## config.mk

```make
export PLATFORM = sky130hd
export DESIGN_NAME = split_timer
export DESIGN_NICKNAME = d
export VERILOG_FILES = /design/src/rtl/split_timer_pkg.sv /design/src/rtl/split_timer_fall_det.sv /design/src/rtl/split_timer_slice.sv /design/src/rtl/split_timer.sv
export SDC_FILE = /design/constraint.sdc
export NUM_CORES = 1
export LEC_CHECK = 0
export ABC_AREA = 1
export BUFFER_PORTS_ARGS = -buffer_cell sky130_fd_sc_hd__buf_2
export CORE_ASPECT_RATIO = 1.75
export CORE_MARGIN = 2
export CORE_UTILIZATION = 45
export DETAILED_ROUTE_END_ITERATION = 7
export PLACE_DENSITY = 0.75
export SETUP_SLACK_MARGIN = 0.5
export SYNTH_ARGS = -nofsm -noshare
export SYNTH_HDL_FRONTEND = slang
export SYNTH_SLANG_ARGS = --single-unit
```

## constraint.sdc

```tcl
create_clock -name clk -period 1.3 [get_ports clk]
set_clock_uncertainty 0.05 [all_clocks]
set_input_delay 0.065 -clock clk [delete_from_list [all_inputs] [get_ports clk]]
set_output_delay 0.065 -clock clk [all_outputs]
set_load 0.05 [all_outputs]
```

## src/rtl/split_timer_pkg.sv

```systemverilog
package split_timer_pkg;

    localparam int unsigned TMR_W   = 8;
    localparam int unsigned N_SLICE = 2;
    localparam int unsigned SL_LO   = 0;
    localparam int unsigned SL_HI   = 1;

    typedef logic [TMR_W-1:0] tmr_cnt_t;

    typedef enum logic {
        SRC_TICK = 1'b0,
        SRC_PIN  = 1'b1
    } clk_src_e;

    typedef struct packed {
        logic     inc;
        logic     load;
        tmr_cnt_t load_val;
        logic     flag_clr;
    } slice_ctl_t;

    function automatic logic at_top(input tmr_cnt_t v);
        return v == {TMR_W{1'b1}};
    endfunction

endpackage

```

## src/rtl/split_timer_fall_det.sv

```systemverilog
module split_timer_fall_det (
    input  logic clk,
    input  logic rst,
    input  logic tick,
    input  logic pin,
    output logic fall
);
    logic smp_q;

    always_ff @(posedge clk) begin
        if (rst)
            smp_q <= 1'b0;
        else if (tick)
            smp_q <= pin;
    end

    // a one-to-zero change seen between two consecutive tick samples
    assign fall = tick & smp_q & ~pin;
endmodule

```

## src/rtl/split_timer_slice.sv

```systemverilog
module split_timer_slice
    import split_timer_pkg::*;
(
    input  logic       clk,
    input  logic       rst,
    input  slice_ctl_t ctl,
    output tmr_cnt_t   cnt,
    output logic       flag
);
    tmr_cnt_t cnt_q;
    logic     flag_q;
    logic     wrap;

    assign wrap = ctl.inc & ~ctl.load & at_top(cnt_q);

    always_ff @(posedge clk) begin
        if (rst) begin
            cnt_q  <= '0;
            flag_q <= 1'b0;
        end else begin
            if (ctl.load)
                cnt_q <= ctl.load_val;
            else if (ctl.inc)
                cnt_q <= cnt_q + 1'b1;
            flag_q <= wrap | (flag_q & ~ctl.flag_clr);
        end
    end

    assign cnt  = cnt_q;
    assign flag = flag_q;
endmodule

```

## src/rtl/split_timer.sv

```systemverilog
module split_timer
    import split_timer_pkg::*;
(
    input  logic             clk,
    input  logic             rst,
    input  logic             tick,
    input  logic             cnt_pin,
    input  logic             gate_pin,
    input  logic             run_lo,
    input  logic             run_hi,
    input  logic             gate_en,
    input  logic             ext_sel,
    input  logic             wr_en,
    input  logic             wr_sel,
    input  logic [TMR_W-1:0] wr_data,
    input  logic             clr_lo,
    input  logic             clr_hi,
    input  logic             ack_lo,
    input  logic             ack_hi,
    output logic [TMR_W-1:0] cnt_lo,
    output logic [TMR_W-1:0] cnt_hi,
    output logic             ovf_lo,
    output logic             ovf_hi
);
    logic       pin_fall;
    logic       lo_go;
    logic       lo_pulse;
    clk_src_e   lo_src;
    slice_ctl_t ctl [N_SLICE];
    tmr_cnt_t   cnt [N_SLICE];
    logic [N_SLICE-1:0] flg;

    split_timer_fall_det u_fall (
        .clk  (clk),
        .rst  (rst),
        .tick (tick),
        .pin  (cnt_pin),
        .fall (pin_fall)
    );

    assign lo_src   = ext_sel ? SRC_PIN : SRC_TICK;
    assign lo_go    = run_lo & (~gate_en | gate_pin);
    assign lo_pulse = (lo_src == SRC_PIN) ? pin_fall : tick;

    always_comb begin
        ctl[SL_LO].inc      = lo_go & lo_pulse;
        ctl[SL_LO].load     = wr_en & ~wr_sel;
        ctl[SL_LO].load_val = wr_data;
        ctl[SL_LO].flag_clr = clr_lo | ack_lo;

        ctl[SL_HI].inc      = run_hi & tick;
        ctl[SL_HI].load     = wr_en & wr_sel;
        ctl[SL_HI].load_val = wr_data;
        ctl[SL_HI].flag_clr = clr_hi | ack_hi;
    end

    for (genvar i = 0; i < N_SLICE; i++) begin : g_slice
        split_timer_slice u_slice (
            .clk  (clk),
            .rst  (rst),
            .ctl  (ctl[i]),
            .cnt  (cnt[i]),
            .flag (flg[i])
        );
    end

    assign cnt_lo = cnt[SL_LO];
    assign cnt_hi = cnt[SL_HI];
    assign ovf_lo = flg[SL_LO];
    assign ovf_hi = flg[SL_HI];
endmodule

```

# After elaboration in Yosys (flattened, before gate mapping)
# Cells that the tools add are included.
[totals]
regBits = 19
in_bits = 23
output_inout_bits = 18
[classes]
n_addsub = 2
eq_ne = 2
n_mux = 6
bitwise_logic = 25
n_reduce_logical = 2
[ops]
columns = ["cell", "n"]
rows = [
  ["8-bit 2-to-1 mux", 4],
  ["8-bit by 1-bit adder with 8-bit output (second input constant)", 2],
  ["8-bit == test (second input constant)", 2],
  ["1-bit AND", 13],
  ["1-bit inverter", 7],
  ["1-bit OR", 5],
  ["2-bit nonzero test", 2],
  ["1-bit 2-to-1 mux", 2],
]

# Logic depth before layout (Yosys ltp)
# Gate-level depths: netlist (run 1).
[depth]
depth_word = 7
depth_mapped = 8

# Cells and area by module
# Synthesis (run 1) repeated with hierarchy kept, for this count alone.
[hier_totals]
hier_cells = 185
hier_area_um2 = 1231.2
[modules_own_cells]
columns = ["module", "instances", "cells_per_inst", "area_per_inst_um2", "seq_area_each_um2"]
rows = [
  ["split_timer_slice", 2, 79, 551.8, 180.2],
  ["split_timer", 1, 18, 75.1, 0.0],
  ["split_timer_fall_det", 1, 9, 52.6, 20.0],
]

# Worst setup path before layout (run 1)
# Ideal clock, no wire load.
[synth_path]
kind = "register -> register"
start = "register g_slice[0].u_slice.cnt_q[0]"
end = "register g_slice[0].u_slice.cnt_q[6]"
setup_time_ns = 0.128
arrival_time_ns = 1.499
t_required_ns = 1.122
setup_slack_ns = -0.376
path_stages_with_launch = 9
path_buffers = 0
synth_period_minus_slack_ns = 1.676
cell_sequence = "dfxtp_1 ha_1 nand3_1 nor2_1 nand2_1 nand2_1 nor2_1 nor2_1 nor2_1"
[synth_between]
elab_chain_len = 3
[synth_rtl]
columns = ["element", "line", "rtl"]
rows = [
  ["start, declared", "split_timer_slice.sv:10", "tmr_cnt_t cnt_q;"],
  ["start signal, assigned", "split_timer_slice.sv:22", "cnt_q <= ctl.load_val;"],
  ["start signal, assigned", "split_timer_slice.sv:24", "cnt_q <= cnt_q + 1'b1;"],
  ["8-bit by 1-bit adder with 8-bit output", "split_timer_slice.sv:24", ""],
  ["8-bit 2-to-1 mux", "split_timer_slice.sv:23", "else if (ctl.inc)"],
  ["8-bit 2-to-1 mux", "split_timer_slice.sv:21", "if (ctl.load)"],
]
# No other way between the ends. The select of a mux whose other input is x is not followed.
# A chain may end at the register's enable or synchronous reset.

# Worst setup path in the final report (run 1)
[layout_path]
start = "register g_slice[0].u_slice.cnt_q[1]"
end = "register g_slice[0].u_slice.cnt_q[2]"
# Same word-level chain as after synthesis.

==> Implementation_results.wiki, run 1 <==
{| class="wikitable"
! Metric !! Value
|-
| Outcome || finished, violations left
|-
| Failing checks || negative hold slack
|-
| Worst hold path depth || 4
|-
| Least-Margin Pin Slew || 0.4036 ns
|-
| Leading register cell type out of synthesis || sky130_fd_sc_hd__dfxtp_1
|-
| Net count reported at finish || around 280
|-
| Share of post-route cells with drive strength above 1 || between 40% and 50%
|-
| Synth Area in Adders || between 2 and 2.5%
|-
| WL final || between 3000 and 4000 um
|-
| Worst setup path class || reg -> reg
|-
| Combined global-route utilization of all metal layers || between 20% and 30%
|-
| Clock-pin slew of the registers on the worst-case setup and hold paths || about 0.080 ns
|-
| Maximum number of pins on one net before global-route repair || 20
|-
| Maximum buffer depth of the clock tree || 2
|-
| Gate count of the mapped netlist || 193
|-
| I/O pin cnt || 41
|-
| Number of global-route vias before repair || around 1400
|-
| Antenna violations before repair || 0
|-
| Die height || ~73 um
|-
| Wire length of the first global-routing pass || approximately 5800 um
|-
| Synth Area in XOR/XNOR || less than 1%
|-
| Ordered list of cells on the worst path || ha_4, buf_4, xnor2_1, o21ai_1, nand2_1, a21oi_2
|-
| Endpoint type of the worst setup path || flop
|-
| Min-delay worst type || in -> reg
|-
| Total count of max-transition violations in the final report || 0
|-
| Fmax || ~820 MHz
|-
| Number of nets with antenna violations after detailed routing || 0
|-
| Accumulated negative setup slack || 0 ns
|-
| Seq/Total Area, Yosys || approximately 31%
|-
| Number of remaining DRC errors || 0
|-
| Number of buffers inserted by port buffering || 40
|-
| Final Hold Violating Endpoints || 2
|-
| Minimum clock period after layout || 1.212 ns
|-
| Leakage power summed over all cells || ~0.92 nW
|-
| Worst reg2reg startpoint || g_slice[0].u_slice.cnt[1]$_SDFFE_PP0P_
|-
| Data arrival time of the worst path || ~1.4 ns
|-
| Largest incremental delay on the critical path || approximately 0.37 ns
|-
| Number of nets produced by synthesis || between 200 and 250
|-
| Post-route fraction of the period consumed by the critical path || between 90% and 100%
|-
| Synthesized area divided by synthesized cell count || 6.308 um^2
|-
| Die ar. || between 0.003 and 0.004 mm^2
|-
| Gp weighted congestion || 0.8318
|-
| Max Cap Violations || 0
|-
| Crit path from || g_slice[0].u_slice.cnt[1]$_SDFFE_PP0P_
|-
| HPWL after detailed placement || about 2300 um
|-
| Placement Setup Slack || about 0.14 ns
|-
| EDFF count, synth || 0
|-
| Average routed wire per standard cell || about 14 um
|-
| Clock insertion delay at the later pin of the skew report || about 0.26 ns
|-
| Min-delay src || clr_lo
|-
| Via count || 1506
|-
| # clock sinks || 19
|-
| Area fraction in and, or, nand and nor cells after synthesis || 39.47%
|-
| Clk Tree Root Cell || sky130_fd_sc_hd__clkbuf_8
|-
| Most frequent cells in the layout || sky130_fd_sc_hd__nand2_1 (52), sky130_fd_sc_hd__buf_2 (22), sky130_fd_sc_hd__nor2_1 (19)
|-
| Worst setup slack after layout || 0.08770 ns
|-
| Vias per cell || between 5 and 6
|-
| Number of distinct library cells after synthesis || 26
|-
| Antenna fix cells || 0
|-
| Synthesis-to-finish area growth || 68.35%
|-
| Worst Hold Margin || -0.01853 ns
|-
| Category of the worst setup path launch point || flop
|-
| Cell at the slowest stage of the critical path || sky130_fd_sc_hd__dfxtp_4
|-
| # setup viols final || 0
|-
| Worst-case hold path end point || g_slice[0].u_slice.flag$_SDFF_PP0_
|-
| Mux share of post-synthesis cell area || 0%
|-
| CTS H-tree depth || 1
|-
| Starting Density || 46.33%
|-
| Maximum fanout count along the critical path || 5
|-
| Buffers plus inverters on the worst setup path || 1
|-
| Synth Warn # || 0
|-
| Remaining global-route overflow || 0
|-
| CTS buffer count || 3
|-
| Capturing point of the worst reg2reg path || g_slice[0].u_slice.cnt[2]$_SDFFE_PP0P_
|-
| Flip-flop and latch count after synthesis || 19
|-
| Max transition margin || 73.09%
|-
| Placement row count || 25
|-
| Worst voltage drop across the vdd grid || 0.0007869 V
|-
| Delay-heaviest family, CP || flip-flops
|-
| P per Cell Area || between 700 and 800 mW/mm^2
|-
| FFs w/ async S/R, synth || 0%
|-
| Internal reg-to-reg setup slack || approximately 0.088 ns
|-
| Worst EP required || around 1.5 ns
|-
| Horizontal die dimension || around 43 um
|-
| Register-to-Register Path Depth || 6
|-
| Clock tree from TritonCTS || built
|-
| Largest family of logic cells by synthesized area || simple AND/OR/NAND/NOR gates
|-
| Post-synthesis instance area || about 0.0012 mm^2
|-
| Floorplan Core Area || 0.002628 mm^2
|-
| Most common cell after layout, fill and taps aside || sky130_fd_sc_hd__nand2_1
|-
| Post-synthesis compound-gate area fraction || 16.75%
|-
| Violation count after the first detailed-routing iteration || between 40 and 50
|-
| Unrepaired setup endpoints after global routing || yes
|-
| 1st-pass router iterations || 4
|}
-- sequential cells by signal, indices dropped and copies added, names as in the netlist --
register              cells
u_fall.smp_q              1
g_slice.u_slice.flag      2
g_slice.u_slice.cnt      16
-- report_power, final --
group,leakage (nW),switching [mW],internal [mW]
clock,0.0228,0.220,0.219
sequential,0.167,0.0445,0.599
combinational,0.732,0.266,0.210
-- worst reg2reg max path: stages, from the launching register on --
cell and delay (ns):
sky130_fd_sc_hd__dfxtp_4 0.37, sky130_fd_sc_hd__ha_4 0.18, sky130_fd_sc_hd__buf_4 0.13, sky130_fd_sc_hd__xnor2_1 0.12, sky130_fd_sc_hd__o21ai_1 0.12, sky130_fd_sc_hd__nand2_1 0.07
sky130_fd_sc_hd__a21oi_2 0.10
-- how the worst max path moves through the flow --
stage / end / slack, ns / cells past startpoint
final: g_slice[0].u_slice.cnt[2]$_SDFFE_PP0P_ / 0.09 / 6
after global routing: g_slice[0].u_slice.flag$_SDFF_PP0_ / -0.01 / 7
after CTS: g_slice[0].u_slice.cnt[6]$_SDFFE_PP0P_ / 0.16 / 8
after detailed placement: g_slice[0].u_slice.cnt[4]$_SDFFE_PP0P_ / 0.14 / 7
after global placement: g_slice[0].u_slice.flag$_SDFF_PP0_ / 0.17 / 7
after floorplan: g_slice[0].u_slice.cnt[6]$_SDFFE_PP0P_ / 0.07 / 8
-- logic make-up (layout without fill, tap and decap cells) --
| family | count (synthesis) | count (layout) |
|---|---|---|
| xor+xnor | 1 | 1 |
| simple gates | 109 | 110 |
| fa+ha+maj | 2 | 2 |
| buf+inv | 29 | 93 |
| flops | 19 | 19 |
| compound gates | 33 | 33 |
-- cell usage after synthesis, types with 2 or more instances --
master	instances	area share (%)
sky130_fd_sc_hd__nand2_1	56	17
sky130_fd_sc_hd__inv_1	23	7.1
sky130_fd_sc_hd__nor2_1	22	6.8
sky130_fd_sc_hd__nand3_1	21	8.6
sky130_fd_sc_hd__dfxtp_1	19	31
sky130_fd_sc_hd__a21oi_1	12	4.9
sky130_fd_sc_hd__o21ai_0	9	3.7
sky130_fd_sc_hd__o21bai_1	4	2.5
sky130_fd_sc_hd__a31oi_1	3	1.5
sky130_fd_sc_hd__a21oi_2	2	1.4
sky130_fd_sc_hd__buf_2	2	0.82
sky130_fd_sc_hd__buf_4	2	1.2
sky130_fd_sc_hd__ha_1	2	2.1
sky130_fd_sc_hd__nand2_2	2	1.0
sky130_fd_sc_hd__nand2_4	2	1.8
sky130_fd_sc_hd__nand4_1	2	1.0
-- cell type report --
type / instances / area [um^2]
flip-flops and latches: 19 / 436.7
multi-input cells: 146 / 848.3
clock buffers: 4 / 45.04
inverters: 24 / 95.09
well taps: 27 / 33.78
repair buffers: 65 / 590.6
fillers: 173 / 578.1
-- routing by layer --
layer | track usage [%] | wire length, um | part of all wire (%)
met5 | 0 | 0 | 0
met4 | 10.77 | 104 | 2.6
met3 | 2.475 | 134 | 3.4
met2 | 47.26 | 2315 | 58
met1 | 23.74 | 1419 | 36
-- per-stage QoR --
stage	cells	cell area (um^2)	power (mW)	hold slack, ns	utilization (%)
after floorplan	193	1321	0.8785	0.1536	-
after global placement	256	1530	0.9698	0.2736	58.24
after detailed placement	256	1530	0.9726	0.2735	58.24
after CTS	273	1862	1.486	-0.01266	70.86
after global routing	285	2049	1.613	-0.003138	78.00
final	285	2049	1.559	-0.01853	78.00
-- what timing repair did --
item                       in CTS  in global routing
hold endpoints to repair        2                  1
resized for setup              59                 26
setup endpoints to repair      36                 37
setup buffers                  12                 12
pin swaps                      13                 10
cloned                          1                  0
Note: power is estimated with default switching activity, not from simulation.
==> run 2, diff against run 1 <==
Settings changed: MAX_ROUTING_LAYER from default to met4, PLACE_DENSITY 0.75 to 0.73.
==> Implementation_results.wiki, run 2 (synthesis gave the netlist of run 1 again) <==
{| class="wikitable"
! Metric !! Value
|-
| Worst setup path class || reg -> reg
|-
| Clock-pin slew of the registers on the worst-case setup and hold paths || about 0.08 ns
|-
| Antenna fix cells || 0
|-
| HPWL after detailed placement || about 2300 um
|-
| Standard cell area after detailed placement || 0.001530 mm^2
|-
| Int Pwr || 1.022 mW
|-
| Max transition margin || 73.01%
|-
| Outcome || finished, violations left
|-
| Max Cap Violations || 0
|-
| Power dissipated by switching net loads || around 0.52 mW
|-
| Cell count after placement || 256
|-
| Clock tree from TritonCTS || built
|-
| Worst voltage drop across the vdd grid || around 0.00072 V
|-
| Least-Margin Pin Slew || 0.4049 ns
|-
| Data arrival time of the worst path || around 1.2 ns
|-
| Most frequent cells in the layout || sky130_fd_sc_hd__nand2_1 (53), sky130_fd_sc_hd__buf_2 (22), sky130_fd_sc_hd__inv_1 (18), sky130_fd_sc_hd__nor2_1 (18), sky130_fd_sc_hd__buf_8 (14)
|-
| Violation count after the first detailed-routing iteration || 28
|-
| # clock sinks || 19
|-
| Antenna violations before repair || 0
|-
| Net count reported at finish || between 200 and 300
|-
| Fill cell instance count of the final layout || roughly 200
|-
| Unrepaired setup endpoints after global routing || yes
|-
| 1st-pass router iterations || 4
|-
| Min-delay worst type || in -> reg
|-
| CTS H-tree depth || 1
|-
| Share of post-route cells with drive strength above 1 || 47.24%
|-
| I/O pin cnt || 41
|-
| Most common cell after layout, fill and taps aside || sky130_fd_sc_hd__nand2_1
|-
| Leakage power summed over all cells || approximately 0.90 nW
|-
| Clk pwr share || 27.9%
|-
| # setup viols final || 0
|-
| Number of flip-flops in the largest register || 16
|-
| CTS buffer count || 3
|-
| Wire length of the first global-routing pass || 5685 um
|-
| Vias per cell || about 5.2
|-
| Minimum clock period after layout || around 1.2 ns
|-
| Accumulated negative setup slack || 0 ns
|-
| Failing checks || negative hold slack
|-
| Final Hold Violating Endpoints || 1
|-
| Worst EP required || 1.39 ns
|-
| Placement row count || 25
|-
| Floorplan Core Area || about 0.0026 mm^2
|-
| Count of non-filler cells in the finished layout || 281
|-
| Starting Density || a little under half
|-
| Synthesis-to-finish area growth || 65.88%
|-
| Clock insertion delay at the later pin of the skew report || around 0.26 ns
|-
| Die ar. || 0.003154 mm^2
|-
| Post-layout utilization of the core || between 70% and 80%
|-
| Gp weighted congestion || 0.8598
|-
| Post-route fraction of the period consumed by the critical path || just under 90%
|-
| Number of remaining DRC errors || 0
|-
| WL final || between 3000 and 4000 um
|-
| Maximum fanout count along the critical path || 4
|-
| Maximum number of pins on one net before global-route repair || 20
|-
| Horizontal die dimension || approximately 43 um
|-
| Sequential Power Share || between 40% and 50%
|-
| Worst Hold Margin || -0.001201 ns
|-
| Cell area after layout || slightly above 0.002 mm^2
|-
| Average routed wire per standard cell || ~14 um
|-
| Number of nets with antenna violations after detailed routing || 0
|-
| Die height || approximately 73 um
|-
| P per Cell Area || between 700 and 800 mW/mm^2
|-
| Maximum buffer depth of the clock tree || 2
|-
| Category of the worst setup path launch point || flop
|-
| Clk Tree Root Cell || sky130_fd_sc_hd__clkbuf_8
|-
| Endpoint type of the worst setup path || flop
|-
| Switching share of power || between 30% and 40%
|-
| Number of global-route vias before repair || between 1000 and 1500
|-
| Remaining global-route overflow || 0
|-
| Fmax || 866.4 MHz
|-
| Via count || ~1500
|-
| Total count of max-transition violations in the final report || 0
|-
| Share of power burned in combinational logic || between 30% and 40%
|-
| Number of buffers inserted by port buffering || 40
|-
| Combined global-route utilization of all metal layers || 24.18%
|}
[run 2: worst paths after layout]
path | startpoint | to | slack, ns | depth (start not counted)
worst max-delay path | g_slice[0].u_slice.cnt[0]$_SDFFE_PP0P_ | g_slice[0].u_slice.cnt[6]$_SDFFE_PP0P_ | 0.15 | 8
worst max register to register | g_slice[0].u_slice.cnt[0]$_SDFFE_PP0P_ | g_slice[0].u_slice.cnt[6]$_SDFFE_PP0P_ | 0.15 | 8
worst min register to register | g_slice[0].u_slice.flag$_SDFF_PP0_ | g_slice[0].u_slice.flag$_SDFF_PP0_ | 0.43 | 2
worst min-delay path | clr_lo | g_slice[0].u_slice.flag$_SDFF_PP0_ | -0.001 | 4
[run 2: timing repair]
| action | 4_1_cts | 5_1_grt |
|---|---|---|
| buffers inserted | 13 | 7 |
| pin swaps | 20 | 9 |
| setup endpoints to repair | 36 | 37 |
| gates resized for setup | 63 | 20 |
| hold buffers | 0 | 0 |
| gates cloned | 1 | 0 |
[run 2: layer usage]
layer,wire [um],vias up,global-route usage (%)
li1,-,747,-
met1,1451,678,23.62
met2,2228,38,44.78
met3,104,9,2.475
met4,116,0,13.13
met5,0,-,-
[run 2: per-stage QoR]
step,setup WS (ns),total power [mW]
floorplan,0.07228,0.8785
global placement,0.1648,0.9695
detailed placement,0.1488,0.9715
CTS,0.1334,1.494
global route,0.03917,1.608
finish,0.1458,1.543
[run 2: power by group through the flow]
stage                     Combinational (mW)  Clock [mW]  Sequential, mW
after global placement                 0.317           0           0.653
after detailed placement               0.319           0           0.653
after CTS                              0.417       0.435           0.642
final                                  0.467       0.431           0.646
after global routing                   0.497       0.460           0.651
after floorplan                        0.141           0           0.737
[run 2: area by class of cell]
class                           count  area [um^2]  share of cell area, %
Tap cell                           27        33.78                  1.673
Timing Repair Buffer               61        553.0                  27.39
Inverter                           24        95.09                  4.709
Multi-Input combinational cell    146        859.6                  42.56
Sequential cell                    19        432.9                  21.44
Clock buffer                        4        45.04                  2.230
[run 2: critical path: stages, from the launching register on]
cell and delay (ns):
sky130_fd_sc_hd__dfxtp_4 0.38, sky130_fd_sc_hd__ha_4 0.16, sky130_fd_sc_hd__nand3_2 0.07, sky130_fd_sc_hd__nor2_1 0.09, sky130_fd_sc_hd__nand2_1 0.07, sky130_fd_sc_hd__nand2_1 0.06, sky130_fd_sc_hd__nor2_1 0.03, sky130_fd_sc_hd__nor2_1 0.08
sky130_fd_sc_hd__nor2_1 0.04
